===== config.mk =====
export PLATFORM = sky130hd
export DESIGN_NAME = slot_id_map
export DESIGN_NICKNAME = d
export VERILOG_FILES = /design/src/rtl/slotmap_pkg.sv /design/src/rtl/slot_ram.sv /design/src/rtl/rec_counter.sv /design/src/rtl/slot_id_map.sv
export SDC_FILE = /design/constraint.sdc
export NUM_CORES = 2
export LEC_CHECK = 0
export ABC_AREA = 0
export BUFFER_PORTS_ARGS = -buffer_cell sky130_fd_sc_hd__buf_2
export CELL_PAD_IN_SITES_DETAIL_PLACEMENT = 1
export CELL_PAD_IN_SITES_GLOBAL_PLACEMENT = 1
export CORE_MARGIN = 2
export CORE_UTILIZATION = 54
export DETAILED_ROUTE_END_ITERATION = 16
export PLACE_DENSITY_LB_ADDON = 0.15
export SYNTH_ARGS = -nofsm -noshare
export SYNTH_HDL_FRONTEND = slang
export SYNTH_SLANG_ARGS = --single-unit
export TNS_END_PERCENT = 5

===== constraint.sdc =====
create_clock -name clk -period 6.2 [get_ports clk]
set_clock_uncertainty 0.05 [all_clocks]
set_input_delay 0.31 -clock clk [delete_from_list [all_inputs] [get_ports clk]]
set_output_delay 0.31 -clock clk [all_outputs]
set_load 0.02 [all_outputs]

===== src/rtl/slotmap_pkg.sv =====
package slotmap_pkg;

  typedef enum logic [1:0] {
    OP_LOOKUP = 2'd0,
    OP_EMPTY  = 2'd1,
    OP_SET    = 2'd2,
    OP_NEXT   = 2'd3
  } map_op_e;

  typedef enum logic [1:0] {
    ST_INIT,
    ST_IDLE,
    ST_READ,
    ST_TEST
  } scan_st_e;

endpackage


===== src/rtl/slot_ram.sv =====
module slot_ram #(
  parameter int DEPTH = 16,
  parameter int W     = 64,
  localparam int AW   = $clog2(DEPTH)
) (
  input  logic          clk,
  input  logic          we,
  input  logic [AW-1:0] waddr,
  input  logic [W-1:0]  wdata,
  input  logic [AW-1:0] raddr,
  output logic [W-1:0]  rdata
);

  logic [W-1:0] mem [DEPTH];

  // Single write port, registered read: maps onto a simple dual-port block RAM.
  always_ff @(posedge clk) begin
    if (we) mem[waddr] <= wdata;
    rdata <= mem[raddr];
  end

endmodule


===== src/rtl/rec_counter.sv =====
module rec_counter #(
  parameter int W = 5
) (
  input  logic         clk,
  input  logic         rst,
  input  logic         inc,
  input  logic         dec,
  output logic [W-1:0] count
);

  always_ff @(posedge clk) begin
    if (rst) begin
      count <= '0;
    end else if (inc && !dec) begin
      count <= count + W'(1);
    end else if (dec && !inc) begin
      count <= count - W'(1);
    end
  end

endmodule


===== src/rtl/slot_id_map.sv =====
module slot_id_map
  import slotmap_pkg::*;
#(
  parameter int ID_W      = 64,
  parameter int NUM_SLOTS = 16,
  parameter int FIRST_IDX = 2
) (
  input  logic                         clk,
  input  logic                         rst,
  input  logic                         req_valid,
  output logic                         req_ready,
  input  logic [1:0]                   req_op,
  input  logic [ID_W-1:0]              req_id,
  input  logic [$clog2(NUM_SLOTS):0]   req_slot,
  input  logic                         req_first,
  output logic                         resp_valid,
  output logic                         resp_found,
  output logic [$clog2(NUM_SLOTS):0]   resp_slot,
  output logic [ID_W-1:0]              resp_id,
  output logic [$clog2(NUM_SLOTS):0]   rec_count
);

  localparam int AW = $clog2(NUM_SLOTS);
  localparam int PW = AW + 1;
  localparam logic [PW-1:0]   FIRST_P = PW'(FIRST_IDX);
  localparam logic [PW-1:0]   LAST_P  = PW'(NUM_SLOTS - 1);
  localparam logic [PW-1:0]   NSL_P   = PW'(NUM_SLOTS);
  localparam logic [ID_W-1:0] END_ID  = '1;

  scan_st_e        state;
  map_op_e         op_q;
  map_op_e         req_op_e;
  logic [PW-1:0]   ptr;
  logic [PW-1:0]   slot_q;
  logic [PW-1:0]   seen;
  logic [PW-1:0]   seen_nxt;
  logic [PW-1:0]   iter;
  logic [PW-1:0]   start_ix;
  logic [ID_W-1:0] id_q;

  logic            ram_we;
  logic [AW-1:0]   ram_waddr;
  logic [ID_W-1:0] ram_wdata;
  logic [ID_W-1:0] ram_q;

  logic            rd_nz;
  logic            at_last;
  logic            set_wr;
  logic            cnt_inc;
  logic            cnt_dec;

  assign req_op_e  = map_op_e'(req_op);
  assign req_ready = (state == ST_IDLE);
  assign start_ix  = req_first ? FIRST_P : iter;
  assign rd_nz     = (ram_q != '0);
  assign at_last   = (ptr == LAST_P);
  assign seen_nxt  = seen + PW'(rd_nz);

  // The only write besides the reset sweep is a set, in its test cycle.
  assign set_wr    = (state == ST_TEST) && (op_q == OP_SET);
  assign cnt_inc   = set_wr && !rd_nz && (id_q != '0);
  assign cnt_dec   = set_wr && rd_nz && (id_q == '0);

  always_comb begin
    if (state == ST_INIT) begin
      ram_we    = 1'b1;
      ram_waddr = ptr[AW-1:0];
      ram_wdata = '0;
    end else begin
      ram_we    = set_wr;
      ram_waddr = slot_q[AW-1:0];
      ram_wdata = id_q;
    end
  end

  slot_ram #(
    .DEPTH (NUM_SLOTS),
    .W     (ID_W)
  ) u_ram (
    .clk   (clk),
    .we    (ram_we),
    .waddr (ram_waddr),
    .wdata (ram_wdata),
    .raddr (ptr[AW-1:0]),
    .rdata (ram_q)
  );

  rec_counter #(
    .W (PW)
  ) u_count (
    .clk   (clk),
    .rst   (rst),
    .inc   (cnt_inc),
    .dec   (cnt_dec),
    .count (rec_count)
  );

  always_ff @(posedge clk) begin
    if (rst) begin
      state      <= ST_INIT;
      op_q       <= OP_LOOKUP;
      ptr        <= '0;
      slot_q     <= '0;
      seen       <= '0;
      iter       <= FIRST_P;
      id_q       <= '0;
      resp_valid <= 1'b0;
      resp_found <= 1'b0;
      resp_slot  <= '0;
      resp_id    <= '0;
    end else begin
      resp_valid <= 1'b0;
      unique case (state)
        ST_INIT: begin
          ptr <= ptr + PW'(1);
          if (ptr == LAST_P) begin
            ptr   <= '0;
            state <= ST_IDLE;
          end
        end

        ST_IDLE: begin
          if (req_valid) begin
            op_q   <= req_op_e;
            id_q   <= req_id;
            slot_q <= req_slot;
            seen   <= '0;
            unique case (req_op_e)
              OP_LOOKUP: begin
                if (req_id == '0 || rec_count == '0) begin
                  resp_valid <= 1'b1;
                  resp_found <= 1'b0;
                  resp_slot  <= '0;
                  resp_id    <= '0;
                end else begin
                  ptr   <= FIRST_P;
                  state <= ST_READ;
                end
              end
              OP_EMPTY: begin
                ptr   <= FIRST_P;
                state <= ST_READ;
              end
              OP_SET: begin
                if (req_slot >= NSL_P || req_id == END_ID) begin
                  resp_valid <= 1'b1;
                  resp_found <= 1'b0;
                  resp_slot  <= req_slot;
                  resp_id    <= '0;
                end else begin
                  ptr   <= req_slot;
                  state <= ST_READ;
                end
              end
              OP_NEXT: begin
                if (rec_count == '0 || start_ix >= NSL_P) begin
                  resp_valid <= 1'b1;
                  resp_found <= 1'b0;
                  resp_slot  <= '0;
                  resp_id    <= END_ID;
                  iter       <= FIRST_P;
                end else begin
                  ptr   <= start_ix;
                  state <= ST_READ;
                end
              end
              default: ;
            endcase
          end
        end

        ST_READ: begin
          state <= ST_TEST;
        end

        ST_TEST: begin
          unique case (op_q)
            OP_LOOKUP: begin
              if (ram_q == id_q) begin
                resp_valid <= 1'b1;
                resp_found <= 1'b1;
                resp_slot  <= ptr;
                resp_id    <= ram_q;
                state      <= ST_IDLE;
              end else if (seen_nxt >= rec_count || at_last) begin
                resp_valid <= 1'b1;
                resp_found <= 1'b0;
                resp_slot  <= '0;
                resp_id    <= '0;
                state      <= ST_IDLE;
              end else begin
                seen  <= seen_nxt;
                ptr   <= ptr + PW'(1);
                state <= ST_READ;
              end
            end
            OP_EMPTY: begin
              if (!rd_nz) begin
                resp_valid <= 1'b1;
                resp_found <= 1'b1;
                resp_slot  <= ptr;
                resp_id    <= '0;
                state      <= ST_IDLE;
              end else if (at_last) begin
                resp_valid <= 1'b1;
                resp_found <= 1'b0;
                resp_slot  <= '0;
                resp_id    <= '0;
                state      <= ST_IDLE;
              end else begin
                ptr   <= ptr + PW'(1);
                state <= ST_READ;
              end
            end
            OP_SET: begin
              resp_valid <= 1'b1;
              resp_found <= 1'b1;
              resp_slot  <= slot_q;
              resp_id    <= ram_q;
              state      <= ST_IDLE;
            end
            OP_NEXT: begin
              if (rd_nz) begin
                resp_valid <= 1'b1;
                resp_found <= 1'b1;
                resp_slot  <= ptr;
                resp_id    <= ram_q;
                iter       <= ptr + PW'(1);
                state      <= ST_IDLE;
              end else if (at_last) begin
                resp_valid <= 1'b1;
                resp_found <= 1'b0;
                resp_slot  <= '0;
                resp_id    <= END_ID;
                iter       <= FIRST_P;
                state      <= ST_IDLE;
              end else begin
                ptr   <= ptr + PW'(1);
                state <= ST_READ;
              end
            end
            default: ;
          endcase
        end

        default: state <= ST_IDLE;
      endcase
    end
  end

endmodule


# Word level (Yosys, flattened, before mapping)
# Memories as Yosys holds them, arrays and structs flattened. A register that Yosys moved wholly into a read port is not among the register bits.
# Cells that the tools add are included.
dict set report op_classes {
  add_sub_neg 4
  order_cmp 3
  eq_ne 36
  mux 95
  reduce_logical 32
}
# operator n
set op_table {}
lappend op_table {{64-bit 2-to-1 mux} 11}
lappend op_table {{64-bit case mux with 4 select lines} 1}
lappend op_table {{64-bit case mux with 3 select lines} 1}
lappend op_table {{5-bit 2-to-1 mux} 32}
lappend op_table {{64-bit logical NOT} 2}
lappend op_table {{64-bit case mux with 2 select lines} 1}
lappend op_table {{64-bit nonzero test} 2}
lappend op_table {{64-bit equality test} 1}
lappend op_table {{64-bit equality test (second input constant)} 1}
lappend op_table {{5-bit case mux with 3 select lines} 3}
lappend op_table {{5-bit case mux with 4 select lines} 2}
lappend op_table {{3-bit != test (second input constant)} 11}
lappend op_table {{5-bit case mux with 2 select lines} 3}
lappend op_table {{2-bit case mux with 4 select lines} 3}
lappend op_table {{1-bit 2-to-1 mux} 21}
lappend op_table {{2-bit 2-to-1 mux} 10}
lappend op_table {{2-bit equality test (second input constant)} 6}
lappend op_table {{4-bit != test (second input constant)} 3}
lappend op_table {{5-bit by 1-bit adder with 5-bit output (second input constant)} 2}
lappend op_table {{5-bit greater-or-equal comparator (second input constant)} 2}
lappend op_table {{10-bit AND reduction} 1}
lappend op_table {{5-bit AND reduction} 2}
lappend op_table {{9-bit AND reduction} 1}
lappend op_table {{2-bit by 1-bit != test with 1-bit output (second input constant)} 4}
lappend op_table {{other kinds (21)} 44}
dict set report totals {
  reg_bits 164
  ram_bits 1024
  input_bits 75
  word_cells 183
  memories 1
}
# memory words word_bits read_ports rd_clocked_by_memory_dff wr line_no
set mem_list {}
lappend mem_list {u_ram.mem 16 64 1 1 1 slot_ram.sv:14} ;# logic [W-1:0] mem [DEPTH];

# Longest topological paths before layout
dict set report depth {
  word_depth 8
  mapped_depth 18
  ltp_nobuf 16
}

# Cells and area by module
# A second synthesis with hierarchy kept.
dict set report unflattened {
  hier_cells 2806
  hier_area_um2 48641.7
}
# module n_inst cells_per_inst area_per_inst_um2 seq_area_each_um2
set modules_own_cells {}
lappend modules_own_cells {slot_ram 1 1647 39581.7 32030.7}
lappend modules_own_cells {slot_id_map 1 1123 8735.9 3183.1}
lappend modules_own_cells {rec_counter 1 36 324.1 100.1}

# Worst setup path before layout
# OpenSTA, ideal clock, no wires.
dict set report synth_timing {
  kind {register -> register}
  from {register ptr[3]}
  to {memory u_ram.mem[4][0] (enable)}
  setup_ps 486
  t_arrival_ps 4465
  required_ps 5664
  path_slack_ps 1198
  stages_incl_launch_ff 7
  path_buffers 3
  period_less_slack_ps 5002
  path_cell_list {dfxtp_1 clkbuf_1 inv_1 clkbuf_1 buf_1 a31oi_1 nor2_1}
}
dict set report synth_between {
  elab_chain_len 1
}
# element line_no
set synth_lines {}
lappend synth_lines {{start: declaration} slot_id_map.sv:33} ;# logic [PW-1:0] ptr;
lappend synth_lines {{start signal: assignment} slot_id_map.sv:115} ;# ptr <= ptr + PW'(1);
lappend synth_lines {{start signal: assignment} slot_id_map.sv:151} ;# ptr <= req_slot;
lappend synth_lines {{start signal: assignment} slot_id_map.sv:163} ;# ptr <= start_ix;
lappend synth_lines {{4-bit 2-to-1 mux} slot_id_map.sv:65} ;# if (state == ST_INIT) begin
lappend synth_lines {{end: declaration} slot_ram.sv:14}
# No other way between the ends.

# Worst setup path in the final report
dict set report layout_timing {
  from {register u_ram.rdata[37] (read register of u_ram.mem)}
  to {register resp_id[18]}
}
dict set report layout_between {
  elab_chain_len 6
  elab_cells_between_ends 14
  classes_between {add/sub (1); order compare (1); eq/ne (4); mux (5); reduce/logical (3)}
}
# element line_no
set layout_lines {}
lappend layout_lines {{start: declaration} slot_ram.sv:11} ;# output logic [W-1:0] rdata
lappend layout_lines {{64-bit nonzero test} slot_id_map.sv:55} ;# assign rd_nz = (ram_q != '0);
lappend layout_lines {{5-bit by 1-bit adder with 5-bit output} slot_id_map.sv:57} ;# assign seen_nxt = seen + PW'(rd_nz);
lappend layout_lines {{5-bit greater-or-equal comparator} slot_id_map.sv:185} ;# end else if (seen_nxt >= rec_count || at_last) begin
lappend layout_lines {{1-bit logical OR} slot_id_map.sv:185}
lappend layout_lines {{4-bit != test (no line)} --}
lappend layout_lines {{9-bit AND reduction (no line)} --}
lappend layout_lines {{end signal: assignment} slot_id_map.sv:183} ;# resp_id <= ram_q;
lappend layout_lines {{end signal: assignment} slot_id_map.sv:219} ;# resp_id <= ram_q;
lappend layout_lines {{end signal: assignment} slot_id_map.sv:227} ;# resp_id <= ram_q;
lappend layout_lines {{end: declaration} slot_id_map.sv:19} ;# output logic [ID_W-1:0] resp_id,
# Several ways; a longest one is shown, not always the timed one.
# A chain may end at the register's enable or synchronous reset.

==> metrics.txt <==
Gate Count Post-Synth=between 2000 and 3000; setup ws final=849 ps; Die Wd=304 um; Post-synth EDFFs=1024; largest net degree at the start of global routing=101; DIE AREA=92600 um^2; most frequent cell after synthesis=edfxtp_1; worst rel slew slack=around 17%; Vias/cell=6.72; GRT Total Usage=32.8%; Ports=152; fill count=7693; initial drt markers=between 3000 and 4000; fmax=around 0.19 GHz; syn_area_per_cell=~18 um^2; H-tree level count=4; Peak VDD IR=between 200 and 300 uV; Clock Latency Late Sink=roughly 740 ps; Static Leak=0.0167 uW; min Tclk post-route=5350 ps; crit path DAT=between 5000 and 6000 ps; unrepaired setup endpoints after global routing=no; gp weighted congestion=roughly 0.93; area leader, netlist=edfxtp_1; TritonCTS buffer count=130; final core occ=62.4%; CP Data Required Time=6750 ps; Post-synth top flop=edfxtp_1; synth cell count leaders=edfxtp_1, mux4_2, nand2_1; DRT Pass-1 Iters=6; WS Path Type=reg -> reg; Congestion Overflow GR=0; Remaining DRCs=0; final hold viol count=0; maximum clock insertion buffer count=3; Worst setup EP type=flip-flop; final WL=150 mm; Critical Path Start Type=flip-flop; status=finished, final reports clean; WL/cell=35.7 um; hpwl dp=88.3 mm; routed via count=28300; Site Rows=110; ranking of synthesized cells by area=edfxtp_1, mux4_2, dfxtp_1; Pwr Density=380 nW/um^2; register clock-pin slew on the reported worst setup and hold paths=70 ps; Area growth, synth to finish=15.0%; global-route wire length before repair=215 mm; CTS tree=yes; syn nets=2768; synth warn=0; Post-DRT Antenna Nets=0; CTS Root Cell=clkbuf_16; Seq cells post-synth=1252; Mapped Area=approximately 50000 um^2; max cap viols=0; share of the synthesized area in the top cell type=63.2%; Final period util=86.3%; Seq/Total Area, Yosys=~73%; Initial Util=54.2%; initial antenna violation count=9; synth unique cells=between 50 and 60; share of cells above drive strength 1=24.8%; placeable core area=approximately 90000 um^2; Final #Nets=3019; vias in the first global route=29500; Crit Path Max Fanout=62; total power=21300 uW; Die Height=304 um; Least-Margin Pin Slew=1250 ps; Post-CTS Setup Bufs=0; Post-synth ARST share=0%; post-CTS resize count=0; Final setup viols=0; Place WS=734 ps; Final Max Tran Viols=0; Hold-fix buffers, CTS=72; setup TNS=0 ps; clock sinks=roughly 1300; Port Buffers=about 150; Min-Delay Path Class=in -> reg
flip-flops by register name (all words and copies together), names as in the netlist, 5 cells and up:
register and count:
id_q 64, seen 5, ptr 5, iter 5
u_ram.mem 1024, u_count.count 5, u_ram.rdata 64, resp_slot 5
resp_id 64, slot_q 5
metal layers:
layer / share of wire, % / global-route usage [%] / up-vias
li1: - / - / 11300
met1: 40 / 46.1 / 15000
met2: 47 / 51.2 / 1603
met3: 10 / 7.66 / 332
met4: 3.3 / 11.1 / 6
met5: 0.027 / 0 / -
worst max-delay path, cell delays in order (launching register included):
cell and delay, ps:
dfxtp_1 340, nor4_1 650, nand4_1 340, nor4_4 450
inv_1 80, buf_4 200, ha_1 210, ha_1 240
nand3_1 120, xnor2_1 90, ha_1 320, nand4_1 100
o21ai_0 310, nor4_1 140, a22oi_4 270, buf_4 660
a21oi_1 200, a311oi_1 390
cell usage in the layout, fill, tap and decap left out, drive strengths merged, types with 34 or more instances in the layout:
cell         Yosys  routed
nor4            59      59
inv             25      34
a21oi          155     155
clkbuf         119     181
a311oi          63      63
xnor2           74      74
edfxtp        1024    1024
clkinv           1      39
nand4           51      51
nand2          229     229
buf             41     207
mux4           320     320
dfxtp          228     228
dlygate4sd3      0      72
nor2            48      48
nor2b           72      72
cell families after synthesis:
family / count (synthesis) / synth area share [%]
DFF: 1252 / 72.5
and+or+nand+nor: 507 / 5.09
muxes: 330 / 15.0
AOI/OAI and AO/OA: 307 / 4.04
buffers and inverters: 186 / 1.49
xor gates and xnor gates: 75 / 1.35
adders and majority gates: 18 / 0.478
power breakdown:
group          total, uW  internal, uW  switching, uW
Clock               7740          4450           3290
Sequential         10200          9790            455
Combinational       3290          1430           1860
final cells by class:
cell class | instances | area [um^2] | share of cell area (%)
Timing Repair Buffer | 279 | 2080 | 3.71
Clock inverter | 58 | 538 | 0.961
Antenna cell | 1 | 2.50 | 0.00447
Inverter | 26 | 103 | 0.183
Tap cell | 1176 | 1470 | 2.63
Multi-Input combinational cell | 1237 | 12800 | 22.9
Sequential cell | 1252 | 35300 | 63.1
Clock buffer | 181 | 3670 | 6.55
through the flow:
step	hold slack (ps)	area, um^2	std cells
3_3_place_gp	399	51100	3898
6_report	185	56000	4210
3_5_place_dp	423	51100	3898
2_1_floorplan	386	48700	2675
4_1_cts	123	56000	4209
5_1_grt	181	56000	4209
worst paths after layout:
check	from	to	slack, ps	depth (start not counted)
min reg2reg	slot_q[4]$_SDFFE_PP0P_	slot_q[4]$_SDFFE_PP0P_	440	2
max	u_ram.rdata[37]$_DFF_P_	resp_id[18]$_SDFFE_PP0P_	850	17
min	req_first	ptr[1]$_SDFFE_PP0P_	190	5
max reg2reg	u_ram.rdata[37]$_DFF_P_	resp_id[18]$_SDFFE_PP0P_	850	17
Note: power is estimated with default switching activity, not from simulation.
